## src/rtl/feac_pkg.sv

```systemverilog
package feac_pkg;
    localparam int CODE_W     = 6;
    localparam int ONES_LEN   = 8;
    localparam int PAT_LEN    = ONES_LEN + CODE_W + 2;
    localparam int CNT_W      = $clog2(PAT_LEN);
    localparam int IDX_W      = $clog2(CODE_W);
    localparam int TX_REPS    = 10;
    localparam int RX_WIN     = 10;
    localparam int RX_CONFIRM = 8;

    typedef logic [CODE_W-1:0] code_t;

    typedef enum logic [1:0] {
        MODE_IDLE   = 2'd0,
        MODE_SINGLE = 2'd1,
        MODE_REPEAT = 2'd2,
        MODE_ALT    = 2'd3
    } tx_mode_e;

    typedef struct packed {
        logic  active;
        code_t code;
    } tx_pat_t;

    typedef struct packed {
        logic  valid;
        code_t code;
    } rx_word_t;

    // Bit at position idx of the framed pattern for codeword c.
    function automatic logic pat_bit(code_t c, int idx);
        logic [IDX_W-1:0] k;
        if (idx < ONES_LEN) return 1'b1;
        if (idx == ONES_LEN || idx == PAT_LEN - 1) return 1'b0;
        k = IDX_W'(idx - ONES_LEN - 1);
        return c[k];
    endfunction

    // Checks a 16-bit window (oldest bit at the MSB) and extracts the code.
    function automatic rx_word_t decode_window(logic [PAT_LEN-1:0] w);
        rx_word_t r;
        r.valid = (&w[PAT_LEN-1 -: ONES_LEN]) && !w[PAT_LEN-1-ONES_LEN] && !w[0];
        for (int i = 0; i < CODE_W; i++) begin
            r.code[i] = w[PAT_LEN-2-ONES_LEN-i];
        end
        return r;
    endfunction
endpackage

```

## src/rtl/feac_tx.sv

```systemverilog
module feac_tx
    import feac_pkg::*;
#(
    parameter int REPS = TX_REPS
) (
    input  logic     clk,
    input  logic     rst,
    input  logic     stb,
    input  tx_mode_e mode,
    input  code_t    code_a,
    input  code_t    code_b,
    input  logic     start,
    output logic     line,
    output logic     done
);
    localparam int REP_W = $clog2(REPS + 1);

    logic [CNT_W-1:0] pos;
    tx_pat_t          pat, nxt_pat, cur_pat;
    logic [REP_W-1:0] rep, nxt_rep, base_rep;
    logic             sel_b, nxt_sel, base_sel;
    logic             armed, nxt_armed;
    logic             last, nxt_last;
    tx_mode_e         cur_mode;
    logic             boundary;
    logic             line_d;

    assign boundary = (pos == '0);

    always_comb begin
        nxt_pat   = pat;
        nxt_rep   = rep;
        nxt_sel   = sel_b;
        nxt_armed = armed;
        nxt_last  = last;
        base_rep  = (cur_mode == MODE_ALT) ? rep : '0;
        base_sel  = (cur_mode == MODE_ALT) ? sel_b : 1'b0;
        if (boundary) begin
            nxt_last = 1'b0;
            nxt_pat  = '{active: 1'b0, code: code_a};
            unique case (mode)
                MODE_IDLE: ;
                MODE_SINGLE: begin
                    if (armed) begin
                        nxt_pat.active = 1'b1;
                        nxt_rep        = rep + REP_W'(1);
                        if (rep == REP_W'(REPS - 1)) begin
                            nxt_armed = 1'b0;
                            nxt_last  = 1'b1;
                        end
                    end
                end
                MODE_REPEAT: nxt_pat.active = 1'b1;
                MODE_ALT: begin
                    if (base_rep == REP_W'(REPS)) begin
                        nxt_sel = ~base_sel;
                        nxt_rep = REP_W'(1);
                    end else begin
                        nxt_sel = base_sel;
                        nxt_rep = base_rep + REP_W'(1);
                    end
                    nxt_pat.active = 1'b1;
                    nxt_pat.code   = nxt_sel ? code_b : code_a;
                end
            endcase
        end
        cur_pat = boundary ? nxt_pat : pat;
        line_d  = cur_pat.active ? pat_bit(cur_pat.code, int'(pos)) : 1'b1;
    end

    always_ff @(posedge clk) begin
        if (rst) begin
            pos      <= '0;
            pat      <= '0;
            rep      <= '0;
            sel_b    <= 1'b0;
            armed    <= 1'b0;
            last     <= 1'b0;
            done     <= 1'b0;
            line     <= 1'b1;
            cur_mode <= MODE_IDLE;
        end else begin
            if (stb) begin
                pos   <= (pos == CNT_W'(PAT_LEN - 1)) ? '0 : pos + CNT_W'(1);
                pat   <= nxt_pat;
                rep   <= nxt_rep;
                sel_b <= nxt_sel;
                armed <= nxt_armed;
                line  <= line_d;
                if (boundary) begin
                    cur_mode <= mode;
                    last     <= nxt_last;
                end
                if (pos == CNT_W'(PAT_LEN - 1) && last) begin
                    done <= 1'b1;
                    last <= 1'b0;
                end
            end
            if (start) begin
                armed <= 1'b1;
                rep   <= '0;
                done  <= 1'b0;
            end
        end
    end
endmodule

```

## src/rtl/feac_rx.sv

```systemverilog
module feac_rx
    import feac_pkg::*;
#(
    parameter int CONFIRM = RX_CONFIRM
) (
    input  logic  clk,
    input  logic  rst,
    input  logic  stb,
    input  logic  line,
    output logic  push,
    output code_t push_code
);
    localparam int HC_W = $clog2(RX_WIN + 1);

    logic [PAT_LEN-1:0] shreg, shreg_n;
    logic               locked;
    logic [CNT_W-1:0]   slot;
    code_t              cand;
    logic [RX_WIN-1:0]  hist, hist_n;
    logic               reported, rep_n;
    logic               eval, new_run;
    logic [HC_W-1:0]    hits;
    rx_word_t           win;

    always_comb begin
        shreg_n = {shreg[PAT_LEN-2:0], line};
        win     = decode_window(shreg_n);
        eval    = stb && locked && (slot == CNT_W'(PAT_LEN - 1));
        new_run = win.valid && (win.code != cand);
        if (win.valid && !new_run)
            hist_n = {hist[RX_WIN-2:0], 1'b1};
        else if (new_run)
            hist_n = RX_WIN'(1);
        else
            hist_n = {hist[RX_WIN-2:0], 1'b0};
        rep_n = new_run ? 1'b0 : reported;
        hits  = '0;
        for (int i = 0; i < RX_WIN; i++) begin
            hits = hits + HC_W'(hist_n[i]);
        end
        push      = eval && !rep_n && (hits >= HC_W'(CONFIRM));
        push_code = new_run ? win.code : cand;
    end

    always_ff @(posedge clk) begin
        if (rst) begin
            shreg    <= '1;
            locked   <= 1'b0;
            slot     <= '0;
            cand     <= '0;
            hist     <= '0;
            reported <= 1'b0;
        end else if (stb) begin
            shreg <= shreg_n;
            if (!locked) begin
                if (win.valid) begin
                    locked   <= 1'b1;
                    cand     <= win.code;
                    hist     <= RX_WIN'(1);
                    slot     <= '0;
                    reported <= 1'b0;
                end
            end else begin
                slot <= (slot == CNT_W'(PAT_LEN - 1)) ? '0 : slot + CNT_W'(1);
                if (eval) begin
                    hist     <= hist_n;
                    cand     <= push_code;
                    reported <= rep_n | push;
                    if (hist_n == '0) locked <= 1'b0;
                end
            end
        end
    end
endmodule

```

## src/rtl/feac_fifo.sv

```systemverilog
module feac_fifo #(
    parameter int DEPTH = 4,
    parameter int W     = 6
) (
    input  logic         clk,
    input  logic         rst,
    input  logic         push,
    input  logic [W-1:0] wr_data,
    input  logic         pop,
    output logic [W-1:0] rd_data,
    output logic         empty,
    output logic         ovf
);
    localparam int AW = (DEPTH > 1) ? $clog2(DEPTH) : 1;
    localparam int CW = $clog2(DEPTH + 1);

    logic [W-1:0]  mem [DEPTH];
    logic [AW-1:0] wr_ptr, rd_ptr;
    logic [CW-1:0] count;
    logic          full, rd_ok, wr_ok;

    assign empty   = (count == '0);
    assign full    = (count == CW'(DEPTH));
    assign rd_ok   = pop && !empty;
    assign wr_ok   = push && (!full || rd_ok);
    assign rd_data = mem[rd_ptr];

    always_ff @(posedge clk) begin
        if (rst) begin
            wr_ptr <= '0;
            rd_ptr <= '0;
            count  <= '0;
            ovf    <= 1'b0;
        end else begin
            ovf <= push && !wr_ok;
            if (wr_ok) begin
                mem[wr_ptr] <= wr_data;
                wr_ptr <= (wr_ptr == AW'(DEPTH - 1)) ? '0 : wr_ptr + AW'(1);
            end
            if (rd_ok) begin
                rd_ptr <= (rd_ptr == AW'(DEPTH - 1)) ? '0 : rd_ptr + AW'(1);
            end
            if (wr_ok && !rd_ok)      count <= count + CW'(1);
            else if (rd_ok && !wr_ok) count <= count - CW'(1);
        end
    end
endmodule

```

## src/rtl/feac_ctrl.sv

```systemverilog
module feac_ctrl
    import feac_pkg::*;
#(
    parameter int FIFO_DEPTH = 4,
    parameter int REPS       = TX_REPS,
    parameter int CONFIRM    = RX_CONFIRM
) (
    input  logic              clk,
    input  logic              rst,
    input  logic              frame_stb,
    input  logic [1:0]        tx_mode,
    input  logic [CODE_W-1:0] tx_code_a,
    input  logic [CODE_W-1:0] tx_code_b,
    input  logic              tx_start,
    output logic              tx_line,
    output logic              tx_done,
    input  logic              rx_line,
    input  logic              rx_pop,
    output logic [CODE_W-1:0] rx_code,
    output logic              rx_empty,
    output logic              rx_ovf
);
    logic  q_push;
    code_t q_code;

    feac_tx #(.REPS(REPS)) u_tx (
        .clk    (clk),
        .rst    (rst),
        .stb    (frame_stb),
        .mode   (tx_mode_e'(tx_mode)),
        .code_a (tx_code_a),
        .code_b (tx_code_b),
        .start  (tx_start),
        .line   (tx_line),
        .done   (tx_done)
    );

    feac_rx #(.CONFIRM(CONFIRM)) u_rx (
        .clk       (clk),
        .rst       (rst),
        .stb       (frame_stb),
        .line      (rx_line),
        .push      (q_push),
        .push_code (q_code)
    );

    feac_fifo #(.DEPTH(FIFO_DEPTH), .W(CODE_W)) u_fifo (
        .clk     (clk),
        .rst     (rst),
        .push    (q_push),
        .wr_data (q_code),
        .pop     (rx_pop),
        .rd_data (rx_code),
        .empty   (rx_empty),
        .ovf     (rx_ovf)
    );
endmodule

```

## config.mk

```make
export PLATFORM = sky130hd
export DESIGN_NAME = feac_ctrl
export DESIGN_NICKNAME = d
export VERILOG_FILES = /design/src/rtl/feac_pkg.sv /design/src/rtl/feac_tx.sv /design/src/rtl/feac_rx.sv /design/src/rtl/feac_fifo.sv /design/src/rtl/feac_ctrl.sv
export SDC_FILE = /design/constraint.sdc
export NUM_CORES = 1
export LEC_CHECK = 0
export BUFFER_PORTS_ARGS = -buffer_cell sky130_fd_sc_hd__buf_2
export CAP_MARGIN = 20
export CELL_PAD_IN_SITES_DETAIL_PLACEMENT = 0
export CELL_PAD_IN_SITES_GLOBAL_PLACEMENT = 1
export CORE_UTILIZATION = 43
export CTS_CLUSTER_SIZE = 25
export DETAILED_ROUTE_END_ITERATION = 6
export PLACE_DENSITY = 0.74
export SLEW_MARGIN = 20
export SYNTH_ARGS = -nofsm -noshare
export SYNTH_HDL_FRONTEND = slang
export SYNTH_HIERARCHICAL = 1
export SYNTH_SLANG_ARGS = --single-unit
```

## constraint.sdc

```tcl
create_clock -name clk -period 6.5 [get_ports clk]
set_input_delay 0.65 -clock clk [delete_from_list [all_inputs] [get_ports clk]]
set_output_delay 0.65 -clock clk [all_outputs]
set_load 0.005 [all_outputs]
```

==> results.txt <==
- Run status: finished, final reports clean
- Across every metal layer, demand over resource in global routing totals between 15 and 20%.
- Fraction of layout cells with a size suffix above 1: 16.1%
* CTS Buf Count: 9
* Fmax achieved: around 180 MHz
- Die height: ~110 um
- Area share of the largest cell type after synthesis: ~29%
* Synthesized netlist net count: 490
* DRC violation total after the first TritonRoute iteration: roughly 180
- Synthesis Warnings: 6
- Met2 demand-to-capacity share in global routing: a little over a quarter
- Power consumption: 0.00108 W
* Number of global-route vias before repair: ~3,100
- Detailed Routing Iterations Pass 1: 4
* Site Rows: 37
- Minimum period implied by the final worst setup slack: roughly 5.6 ns
- Count of state elements after synthesis: 92
* Maximum fanout along the worst path: 13
- Highest-utilization routing layer at the global route stage: met2
- Antenna violations before repair: 0
- Proportion of synthesized chip area in sequential cells: between 40% and 50%
- Worst IR drop on VDD: 0.000118 V
- Leading cell type by number of instances after synthesis: sky130_fd_sc_hd__dfxtp_1
- The worst hold path belongs to the class flop to flop.
* Final net count: 509
- Average wire length per cell after detail routing: 14.8 um
* Buffers inserted by post-CTS timing repair: 0
* Clock power share: about a third
* Part of the cycle the worst path needs: a little under nine tenths
* Synth area leader: sky130_fd_sc_hd__dfxtp_1
- The die is 106 um wide.
* Post-synth EDFFs: 24
* Via-to-Cell Ratio: between 5 and 6
- In this run switching power makes up ~25% of total power.
- Number of instances in the synthesized netlist: approximately 450
- At the later pin of the worst-skew pair, clock insertion delay measures roughly 0.36 ns.
- Standby leakage power: 1.92 nW
* Predominant post-synthesis flop cell: sky130_fd_sc_hd__dfxtp_1
- Clock-pin transition on the worst setup and hold timing paths: about 0.080 ns
- Number of I/O port buffers: 29
- The synthesized netlist occupies a cell area of 4680 sq um.
- For the final routed database, the setup TNS stands at 0 ns.
- Resized Gates After CTS: 0
- CP max stage cell: sky130_fd_sc_hd__o31ai_2
- Entering global routing, the biggest net connects 68 pins.
* Maximum clock skew at final layout: ~0.0077 ns
- Synth Area per Inst: approximately 10 sq um
* Global routing usage on met1: 23.7%
- Final setup violation count: 0
* Data arrival time of the critical path: 5.83 ns
- Hold buffer count at CTS: 0
* Io pins: 30
* Nature of the critical path endpoint: flop
* Number of design rule violations left after detail routing: 0
- Part of the power in combinational logic: between 9 and 10%
- The tree is rooted in a sky130_fd_sc_hd__clkbuf_8.
- RSZ-0062 raised after global routing: no
* P_sw: around 0.00027 W
* Buffers and inverters on the worst path: 4
- Worst slew pin tran: 0.850 ns
- The number of different library cells used by synthesis comes to between 60 and 70.
* DP HPWL: ~6.2 mm
- Most instantiated cells after synthesis: sky130_fd_sc_hd__dfxtp_1, sky130_fd_sc_hd__nand2_1, sky130_fd_sc_hd__nor2_1
- The die covers 11,300 sq um.
- Maximum count of clock buffers along a single path: 2
* Wire length after detailed routing: 8.98 mm
* Required time worst endpoint: 6.78 ns
* Pwr dens: 213 nW/um^2
- The share of total power dissipated in sequential elements is between 50% and 60%.
- FFs w/ async S/R, synth: 0%
- The detailed router placed between 3,000 and 4,000 vias in this run.
* Max-slew violation total from the final report: 0
* Final-report hold violation count: 0
- First-pass GRT wire length: about 15 mm
- The critical path goes through xnor2_1, nand4_1, o31ai_2, nand2_1, fa_1, inv_1, fa_1, inv_1, fa_1, inv_1, ha_1, a21oi_1, nor2_1, o21bai_1, a21oi_1, and2_4, ha_1, inv_1, fa_1, xor2_1, or3_1, a21oi_1.
- Max-cap violations in this run came to 0.
* Global placement routability congestion: roughly 0.8
- Global-route track usage on met3: about 2.7%
- Kind of cell adding the most delay to the critical path: adder cells
- For this configuration, the core starts out at a cell density of about 45%.
- Biggest area contributors in the synthesized netlist: sky130_fd_sc_hd__dfxtp_1, sky130_fd_sc_hd__edfxtp_1, sky130_fd_sc_hd__ha_1
- Count of nets left with antenna violations after detail routing: 0
- Largest incremental delay on the critical path: a little under 0.8 ns
- For this run the aggregate overflow at the end of global routing stands at 0.
- Headroom to the max-slew limit came out at a little over two fifths.
- The clock drives 92 sinks.
- Type of the setup path with the least slack: flop to flop
- Clock tree from TritonCTS: built
* Count of inserted antenna diode cells: 0
- The internal power of the cells totals 0.000816 W.
* Startpoint type of the worst setup path: flop
- Synthesis-to-finish area growth: 8.69%
- The core region is 10,400 sq um.
- Number of H-tree levels: 3
[tightest hold or removal path, stage by stage, from the launching register on]
cell	delay, ns
sky130_fd_sc_hd__dfxtp_1	0.32
sky130_fd_sc_hd__nand2_1	0.05
sky130_fd_sc_hd__a21oi_1	0.05
[worst paths after layout]
check	cells past startpoint	startpoint	slack [ns]	to
setup / recovery	22	u_rx/shreg[4]	0.95	u_fifo/count[2]
hold / removal	2	u_tx/pat[1]	0.46	u_tx/pat[1]
hold reg to reg	2	u_tx/pat[1]	0.46	u_tx/pat[1]
setup reg to reg	22	u_rx/shreg[4]	0.95	u_fifo/count[2]
[logic make-up (layout without fill, tap and decap cells)]
logic type,Yosys count,after routing,synth area share [%]
xor+xnor,12,12,2.65
simple gates,156,156,18.6
fa+ha+maj,23,23,7.11
mux,27,27,7.67
compound gates,94,94,15.6
flops,92,92,44.5
buf+inv,43,67,3.88
[layer usage]
metal	up-vias	part of all wire, %
met5	-	0
met4	0	1.8
met3	10	2.6
met2	40	46
met1	1553	49
li1	1651	-
[registers in the layout, indices dropped and copies added, names as in the netlist, 2 cells and up, named ones only]
name,flops
u_tx/pat,5
u_fifo/rd_ptr,2
u_tx/rep,4
u_rx/cand,6
u_rx/hist,9
u_rx/slot,4
u_tx/pos,4
u_fifo/wr_ptr,2
u_fifo/mem,24
u_tx/cur_mode,2
u_fifo/count,3
u_rx/shreg,15
[stage by stage]
stage / utilization [%] / std cells / cell area [sq um] / hold WS, ns / worst slack [ns]
2_1_floorplan: - / 447 / 4680 / 0.431 / 1.54
3_3_place_gp: 47.1 / 591 / 4900 / 0.443 / 1.07
3_5_place_dp: 47.1 / 591 / 4900 / 0.449 / 0.959
4_1_cts: 48.8 / 607 / 5090 / 0.462 / 0.903
5_1_grt: 48.8 / 607 / 5090 / 0.486 / 0.388
6_report: 48.8 / 607 / 5090 / 0.459 / 0.949
[power by group through the flow]
stage                     Combinational, W  Clock, W  Sequential [W]
after floorplan                  0.0000781         0        0.000621
after global placement           0.0000982         0        0.000626
after detailed placement         0.0000988         0        0.000626
after CTS                        0.0000994  0.000383        0.000613
after global routing              0.000112  0.000406        0.000616
final                            0.0000988  0.000369        0.000613
[layout by cell type, fill, tap and decap left out, types with 7 or more instances in the layout]
master                     synthesis  layout
sky130_fd_sc_hd__mux2i_1          13      13
sky130_fd_sc_hd__dfxtp_1          68      68
sky130_fd_sc_hd__and2_1           25      25
sky130_fd_sc_hd__mux2_2            7       7
sky130_fd_sc_hd__inv_1            20      20
sky130_fd_sc_hd__a211o_1          15      15
sky130_fd_sc_hd__a22o_1            8       8
sky130_fd_sc_hd__o21ai_0           8       8
sky130_fd_sc_hd__clkbuf_8          0       9
sky130_fd_sc_hd__a21oi_1          22      22
sky130_fd_sc_hd__edfxtp_1         24      24
sky130_fd_sc_hd__nand3_1          10      10
sky130_fd_sc_hd__nor3_1           12      12
sky130_fd_sc_hd__buf_2             4      29
sky130_fd_sc_hd__nand2_1          36      36
sky130_fd_sc_hd__ha_1             17      17
sky130_fd_sc_hd__nand2b_1         11      11
sky130_fd_sc_hd__nor2_1           30      30
[final cells by class]
type	instances	area (sq um)
Fill cell	992	5330
Multi-Input combinational cell	312	2420
Sequential cell	92	2080
Tap cell	136	170
Timing Repair Buffer	31	160
Clock buffer	10	128
Inverter	20	75.1
Clock inverter	6	55.1
Note: power is estimated with default switching activity, not from simulation.
